--- src/rtl/tpg_pkg.sv ---
package tpg_pkg;

    localparam int BUS_W = 32;

    // Feedback tap mask of a maximal-length Fibonacci LFSR, bit k = stage k+1
    function automatic logic [63:0] lfsr_taps(input int width);
        logic [63:0] m;
        m = '0;
        case (width)
            8:       begin m[7]  = 1'b1; m[5]  = 1'b1; m[4]  = 1'b1; m[3]  = 1'b1; end
            16:      begin m[15] = 1'b1; m[14] = 1'b1; m[12] = 1'b1; m[3]  = 1'b1; end
            24:      begin m[23] = 1'b1; m[22] = 1'b1; m[21] = 1'b1; m[16] = 1'b1; end
            default: begin m[31] = 1'b1; m[21] = 1'b1; m[1]  = 1'b1; m[0]  = 1'b1; end
        endcase
        return m;
    endfunction

    typedef struct packed {
        logic [BUS_W-1:0] ctrl;
        logic [BUS_W-1:0] seed;
        logic [BUS_W-1:0] rdata;
    } reg_state_t;

endpackage

--- src/rtl/tpg_regs.sv ---
module tpg_regs #(
    parameter int ADDR_W = 2,
    parameter int CNT_W  = 32
) (
    input  logic                      clk,
    input  logic                      rst,
    input  logic [ADDR_W-1:0]         reg_addr,
    input  logic                      reg_wr,
    input  logic                      reg_rd,
    input  logic [tpg_pkg::BUS_W-1:0] reg_wdata,
    output logic [tpg_pkg::BUS_W-1:0] reg_rdata,
    input  logic [CNT_W-1:0]          sent_cnt,
    output logic                      ctrl_en,
    output logic                      ctrl_sel,
    output logic                      ctrl_const,
    output logic [tpg_pkg::BUS_W-1:0] seed_word
);
    import tpg_pkg::*;

    localparam logic [ADDR_W-1:0] A_CTRL = ADDR_W'(0);
    localparam logic [ADDR_W-1:0] A_SEED = ADDR_W'(1);
    localparam logic [ADDR_W-1:0] A_CNT  = ADDR_W'(2);

    reg_state_t r_d, r_q;
    logic [BUS_W-1:0] rd_mux;

    always_comb begin
        case (reg_addr)
            A_CTRL:  rd_mux = r_q.ctrl;
            A_SEED:  rd_mux = r_q.seed;
            A_CNT:   rd_mux = BUS_W'(sent_cnt);
            default: rd_mux = '0;
        endcase
    end

    always_comb begin
        r_d = r_q;
        if (reg_rd) begin
            r_d.rdata = rd_mux;
        end
        if (reg_wr) begin
            if (reg_addr == A_CTRL) begin
                r_d.ctrl = reg_wdata;
            end
            if (reg_addr == A_SEED) begin
                r_d.seed = reg_wdata;
            end
        end
    end

    always_ff @(posedge clk) begin
        if (rst) begin
            r_q <= '0;
        end else begin
            r_q <= r_d;
        end
    end

    assign reg_rdata  = r_q.rdata;
    assign ctrl_en    = r_q.ctrl[0];
    assign ctrl_sel   = r_q.ctrl[1];
    assign ctrl_const = r_q.ctrl[2];
    assign seed_word  = r_q.seed;

endmodule

--- src/rtl/tpg_engine.sv ---
module tpg_engine #(
    parameter int DATA_W = 32
) (
    input  logic              clk,
    input  logic              rst,
    input  logic              ctrl_en,
    input  logic              ctrl_sel,
    input  logic              ctrl_const,
    input  logic [DATA_W-1:0] seed,
    input  logic              out_ready,
    output logic              out_valid,
    output logic [DATA_W-1:0] out_data,
    output logic              fire
);
    localparam logic [63:0] TAPS64 = tpg_pkg::lfsr_taps(DATA_W);
    localparam logic [DATA_W-1:0] TAPS = TAPS64[DATA_W-1:0];

    typedef struct packed {
        logic              active;
        logic [DATA_W-1:0] data;
    } eng_t;

    eng_t e_d, e_q;
    logic [DATA_W-1:0] prbs_next;
    logic [DATA_W-1:0] cnt_next;
    logic [DATA_W-1:0] load_val;

    always_comb begin
        if (e_q.data == '0) begin
            prbs_next = '1;
        end else begin
            prbs_next = {e_q.data[DATA_W-2:0], ^(e_q.data & TAPS)};
        end
        cnt_next = e_q.data + DATA_W'(1);
        if (!ctrl_const && !ctrl_sel && seed == '0) begin
            load_val = '1;
        end else begin
            load_val = seed;
        end
    end

    assign fire = e_q.active && out_ready;

    always_comb begin
        e_d = e_q;
        if (!ctrl_en) begin
            e_d.active = 1'b0;
            e_d.data   = '0;
        end else if (!e_q.active) begin
            e_d.active = 1'b1;
            e_d.data   = load_val;
        end else if (ctrl_const) begin
            e_d.data   = seed;
        end else if (fire) begin
            e_d.data   = ctrl_sel ? cnt_next : prbs_next;
        end
    end

    always_ff @(posedge clk) begin
        if (rst) begin
            e_q <= '0;
        end else begin
            e_q <= e_d;
        end
    end

    assign out_valid = e_q.active;
    assign out_data  = e_q.data;

endmodule

--- src/rtl/tpg_counter.sv ---
module tpg_counter #(
    parameter int CNT_W = 32
) (
    input  logic             clk,
    input  logic             rst,
    input  logic             active,
    input  logic             fire,
    output logic [CNT_W-1:0] count
);
    localparam logic [CNT_W-1:0] CNT_MAX = '1;

    typedef struct packed {
        logic [CNT_W-1:0] cnt;
    } cnt_t;

    cnt_t c_d, c_q;

    always_comb begin
        c_d = c_q;
        if (!active) begin
            c_d.cnt = '0;
        end else if (fire && c_q.cnt != CNT_MAX) begin
            c_d.cnt = c_q.cnt + CNT_W'(1);
        end
    end

    always_ff @(posedge clk) begin
        if (rst) begin
            c_q <= '0;
        end else begin
            c_q <= c_d;
        end
    end

    assign count = c_q.cnt;

endmodule

--- src/rtl/tpg_top.sv ---
module tpg_top #(
    parameter int DATA_W = 32,
    parameter int CNT_W  = 32,
    parameter int ADDR_W = 2
) (
    input  logic              clk,
    input  logic              rst,
    input  logic [ADDR_W-1:0] reg_addr,
    input  logic              reg_wr,
    input  logic              reg_rd,
    input  logic [31:0]       reg_wdata,
    output logic [31:0]       reg_rdata,
    input  logic              out_ready,
    output logic              out_valid,
    output logic [DATA_W-1:0] out_data
);
    logic              ctrl_en;
    logic              ctrl_sel;
    logic              ctrl_const;
    logic [31:0]       seed_word;
    logic [DATA_W-1:0] seed_trim;
    logic [CNT_W-1:0]  sent_cnt;
    logic              fire;

    assign seed_trim = seed_word[DATA_W-1:0];

    tpg_regs #(.ADDR_W(ADDR_W), .CNT_W(CNT_W)) u_regs (
        .clk        (clk),
        .rst        (rst),
        .reg_addr   (reg_addr),
        .reg_wr     (reg_wr),
        .reg_rd     (reg_rd),
        .reg_wdata  (reg_wdata),
        .reg_rdata  (reg_rdata),
        .sent_cnt   (sent_cnt),
        .ctrl_en    (ctrl_en),
        .ctrl_sel   (ctrl_sel),
        .ctrl_const (ctrl_const),
        .seed_word  (seed_word)
    );

    tpg_engine #(.DATA_W(DATA_W)) u_engine (
        .clk        (clk),
        .rst        (rst),
        .ctrl_en    (ctrl_en),
        .ctrl_sel   (ctrl_sel),
        .ctrl_const (ctrl_const),
        .seed       (seed_trim),
        .out_ready  (out_ready),
        .out_valid  (out_valid),
        .out_data   (out_data),
        .fire       (fire)
    );

    tpg_counter #(.CNT_W(CNT_W)) u_count (
        .clk    (clk),
        .rst    (rst),
        .active (out_valid),
        .fire   (fire),
        .count  (sent_cnt)
    );

endmodule

--- config.mk ---
export PLATFORM = sky130hd
export DESIGN_NAME = tpg_top
export DESIGN_NICKNAME = d
export VERILOG_FILES = /design/src/rtl/tpg_pkg.sv /design/src/rtl/tpg_regs.sv /design/src/rtl/tpg_engine.sv /design/src/rtl/tpg_counter.sv /design/src/rtl/tpg_top.sv
export SDC_FILE = /design/constraint.sdc
export NUM_CORES = 1
export LEC_CHECK = 0
export ABC_AREA = 1
export BUFFER_PORTS_ARGS = -buffer_cell sky130_fd_sc_hd__buf_2
export CAP_MARGIN = 10
export CORE_AREA = 2 2 133 135
export CTS_BUF_LIST = sky130_fd_sc_hd__clkbuf_4 sky130_fd_sc_hd__clkbuf_8 sky130_fd_sc_hd__clkbuf_16
export CTS_CLUSTER_SIZE = 25
export DETAILED_ROUTE_END_ITERATION = 10
export DIE_AREA = 0 0 135 137
export GPL_TIMING_DRIVEN = 0
export PLACE_DENSITY = 0.75
export SYNTH_ARGS = -nofsm -noshare
export SYNTH_HDL_FRONTEND = slang
export SYNTH_SLANG_ARGS = --single-unit
export TNS_END_PERCENT = 20
--- constraint.sdc ---
create_clock -name clk -period 5.3 [get_ports clk]
set_input_delay 1.06 -clock clk [delete_from_list [all_inputs] [get_ports clk]]
set_output_delay 1.06 -clock clk [all_outputs]
set_load 0.02 [all_outputs]
==> insert_results.sql <==
INSERT INTO impl_metrics (metric_group, metric, value, unit) VALUES
('global_route', 'grt.overflow.total', '0', ''),
('synthesis', 'synth.avg_cell_area', '6.35', 'sq um'),
('drt', 'first_pass_iters', '5', ''),
('worst_setup_path', 'cp-end-kind', 'flop', ''),
('global_route', 'grt_pass1_vias', '8682', ''),
('clock_network', 'post-cts-setup-buffers', '0', ''),
('final_layout', 'post_route_cells_drive_above_1_share', '13.0', '%'),
('final_layout', 'multi_input_area', '5040', 'sq um'),
('synthesis', 'synth_enable_flop_cells', '0', ''),
('clock_network', 'worstSkewPairLatency', '0.43', 'ns'),
('synthesis', 'post_synth_main_area_contributors', 'dfxtp_1 (35%), nand2_1 (15%), a21oi_1 (9.0%), o21ai_0 (8.4%), nor2_1 (7.1%)', ''),
('synthesis', 'mappedNetlistNets', '1505', ''),
('synthesis', 'number_of_synthesis_warnings', '0', ''),
('synthesis', 'yosysTopAreaCell', 'dfxtp_1', ''),
('drt', 'number_of_vias_after_detailed_routing', '10200', ''),
('sta', 'grt_setup_unrepaired', 'no', ''),
('synthesis', 'postSynth.topFlopCell', 'dfxtp_1', ''),
('sta', 'slew_headroom', '50.8', '%'),
('final_layout', 'antenna_cells_inserted', '0', ''),
('placement', 'dp.final_hpwl', '23500', 'um'),
('worst_setup_path', 'path_max_fanout', '10', ''),
('worst_setup_path', 'reg2regPathDepth', '11', ''),
('pwr', 'power_density', '270', 'nW/um^2'),
('drt', 'dr.first_iter.drc_count', '1130', ''),
('sta', 'finalSetupViolCount', '0', ''),
('worst_setup_path', 'worstPathRequired', '5.60', 'ns'),
('sta', 'tns', '0', 'ns'),
('worst_setup_path', 'reg2reg_to', 'u_engine.out_data[31]', ''),
('clock_network', 'ctsLongestPathBuffers', '2', ''),
('pwr', 'net-switching-power', '791', 'uW'),
('pwr', 'power_switching_share', '27.5', '%'),
('pwr', 'design_power_total', '2880', 'uW'),
('placement', 'buffer_ports.inserted', '102', ''),
('clock_network', 'cts.htree.levels', '4', ''),
('synthesis', 'postSynthRegisterBits', '161', ''),
('worst_setup_path', 'r2r-start', 'u_engine.out_data[0]', ''),
('synthesis', 'synth.distinct_cells', '35', ''),
('clock_network', 'clk_tree_root_cell', 'clkbuf_16', ''),
('sta', 'timing.final.crit_period', '2.78', 'ns'),
('min_path', 'hold_path_class', 'flop to flop', ''),
('floorplan', 'io_pins', '104', ''),
('worst_setup_path', 'critical_path.startpoint_type', 'input port', ''),
('drt', 'totalWireLength', '30000', 'um'),
('drt', 'drc', '0', ''),
('synthesis', 'yosys.area.top_type_share', '34.7', '%'),
('global_route', 'number_of_antenna_violations_at_the_first_check_in_global_routing', '0', ''),
('final_layout', 'post_layout_nonfiller_instances', '1822', ''),
('pwr', 'cell_internal_pwr', '2090', 'uW'),
('outcome', 'outcome', 'complete, no violations', ''),
('synthesis', 'netlist_top_cells_count', 'nand2_1 (375), nor2_1 (176), a21oi_1 (167), dfxtp_1 (161), o21ai_0 (156)', ''),
('sta', 'worstMarginPinSlew', '0.739', 'ns'),
('floorplan', 'rows', '48', ''),
('global_route', 'maximum_number_of_pins_on_one_net_before_global_route_repair', '17', ''),
('synthesis', 'ys_seq_area_share', '34.7', '%'),
('sta', 'timing_hold_violations_final', '0', ''),
('synthesis', 'ys_async_sr_fraction', '0', '%'),
('final_layout', 'regArea', '3220', 'sq um'),
('floorplan', 'die_width', '135', 'um'),
('clock_network', 'tritoncts', 'built', ''),
('sta', 'final_min_period_over_clock_period', '52.4', '%'),
('drt', 'number_of_vias_per_cell_after_detailed_routing', '5.59', ''),
('placement', 'dp.cells', '1790', ''),
('sta', 'max_freq', '360', 'MHz'),
('final_layout', 'final.fill_count', '1681', ''),
('floorplan', 'die_area', '18500', 'sq um'),
('global_route', 'gr-usage-all-layers', '32.3', '%'),
('min_path', 'hold_path_startpoint', 'u_regs.reg_rdata[2]', ''),
('pwr', 'ir_worst_vdd', '0.000245', 'V'),
('final_layout', 'synthToLayoutAreaGrowth', '14.9', '%'),
('clock_network', 'cts-resized-gates', '0', ''),
('worst_setup_path', 'worst-setup-path-type', 'input port to flop', '');
## kinds of logic (layout without fill, tap and decap cells)
kind of cell | after synthesis | count (layout) | share of synthesized area, %
AND/OR/NAND/NOR | 659 | 659 | 28.9
AO/OA/AOI/OAI | 371 | 371 | 21.4
buffers and inverters | 232 | 366 | 11.1
flip-flops | 161 | 161 | 34.7
XOR/XNOR | 37 | 37 | 3.49
adder cells (fa/ha/maj) | 3 | 3 | 0.404
## per-layer routing
metal  up-vias  track usage (%)  share of wire (%)
li1       4992                -                  -
met1      4705             47.3                 46
met2       458             48.1                 43
met3        31             6.48                9.7
met4         0             8.68                1.5
met5         -                0                  0
## worst max-delay path by stage
stage          startpoint                end
6_report              rst  u_count.count[25]
3_3_place_gp          rst  u_count.count[20]
3_5_place_dp          rst  u_count.count[25]
2_1_floorplan         rst  u_count.count[20]
4_1_cts               rst  u_count.count[25]
5_1_grt               rst  u_count.count[28]
## sequential cells by signal (all words and copies together) (netlist names)
register and flops:
u_regs.ctrl_const 1, u_regs.r_q 29, u_regs.ctrl_sel 1, u_regs.seed_word 32, u_engine.out_data 32, u_count.count 32
u_engine.out_valid 1, u_regs.ctrl_en 1, u_regs.reg_rdata 32
## layout by cell type (no fill, tap or decap), types with 3 or more instances in the layout
cell type,n
buf_2,109
nand2_1,375
o211ai_1,15
nor3_1,19
inv_2,5
nor2_2,7
o21bai_1,4
nand2_2,10
o21ai_0,156
nand4_1,9
a21oi_1,167
buf_4,35
buf_1,6
nand3_1,56
clkbuf_1,57
xnor2_1,6
clkbuf_16,17
clkbuf_8,3
ha_1,3
xor2_1,31
a31oi_1,4
dfxtp_1,161
inv_1,117
clkinv_2,4
o22ai_1,3
o221ai_1,19
nor2_1,176
## power by group through the flow
stage / sequential, uW / clock, uW / combinational [uW]
floorplan: 1290 / 0 / 241
global placement: 1290 / 0 / 350
detailed placement: 1290 / 0 / 354
CTS: 1260 / 1260 / 357
global route: 1270 / 1310 / 406
finish: 1260 / 1250 / 365
## critical path, stage by stage
cell and delay (ns):
clkbuf_1 0.54, nor2_1 0.33, inv_1 0.14, clkbuf_1 0.48, clkbuf_1 0.44, a21oi_1 0.08
## metrics by stage
step / utilization, % / instance area (sq um) / hold slack (ns) / worst slack (ns)
finish: 62.6 / 10700 / 0.465 / 2.52
global route: 62.6 / 10700 / 0.484 / 2.38
CTS: 62.6 / 10700 / 0.467 / 2.55
detailed placement: 59.1 / 10100 / 0.457 / 2.10
global placement: 59.1 / 10100 / 0.452 / 2.12
floorplan: - / 9290 / 0.444 / 3.10
## layout make-up
type                    instances  area share (%)
multi-input cells            1070            47.2
flip-flops and latches        161            30.2
plain buffers                 108            5.26
repair buffers                102            4.78
clock buffers                  20            4.37
inverters                     124            4.36
well taps                     225            2.64
clock inverters                12            1.22
Power figures use the tool's default switching activity.
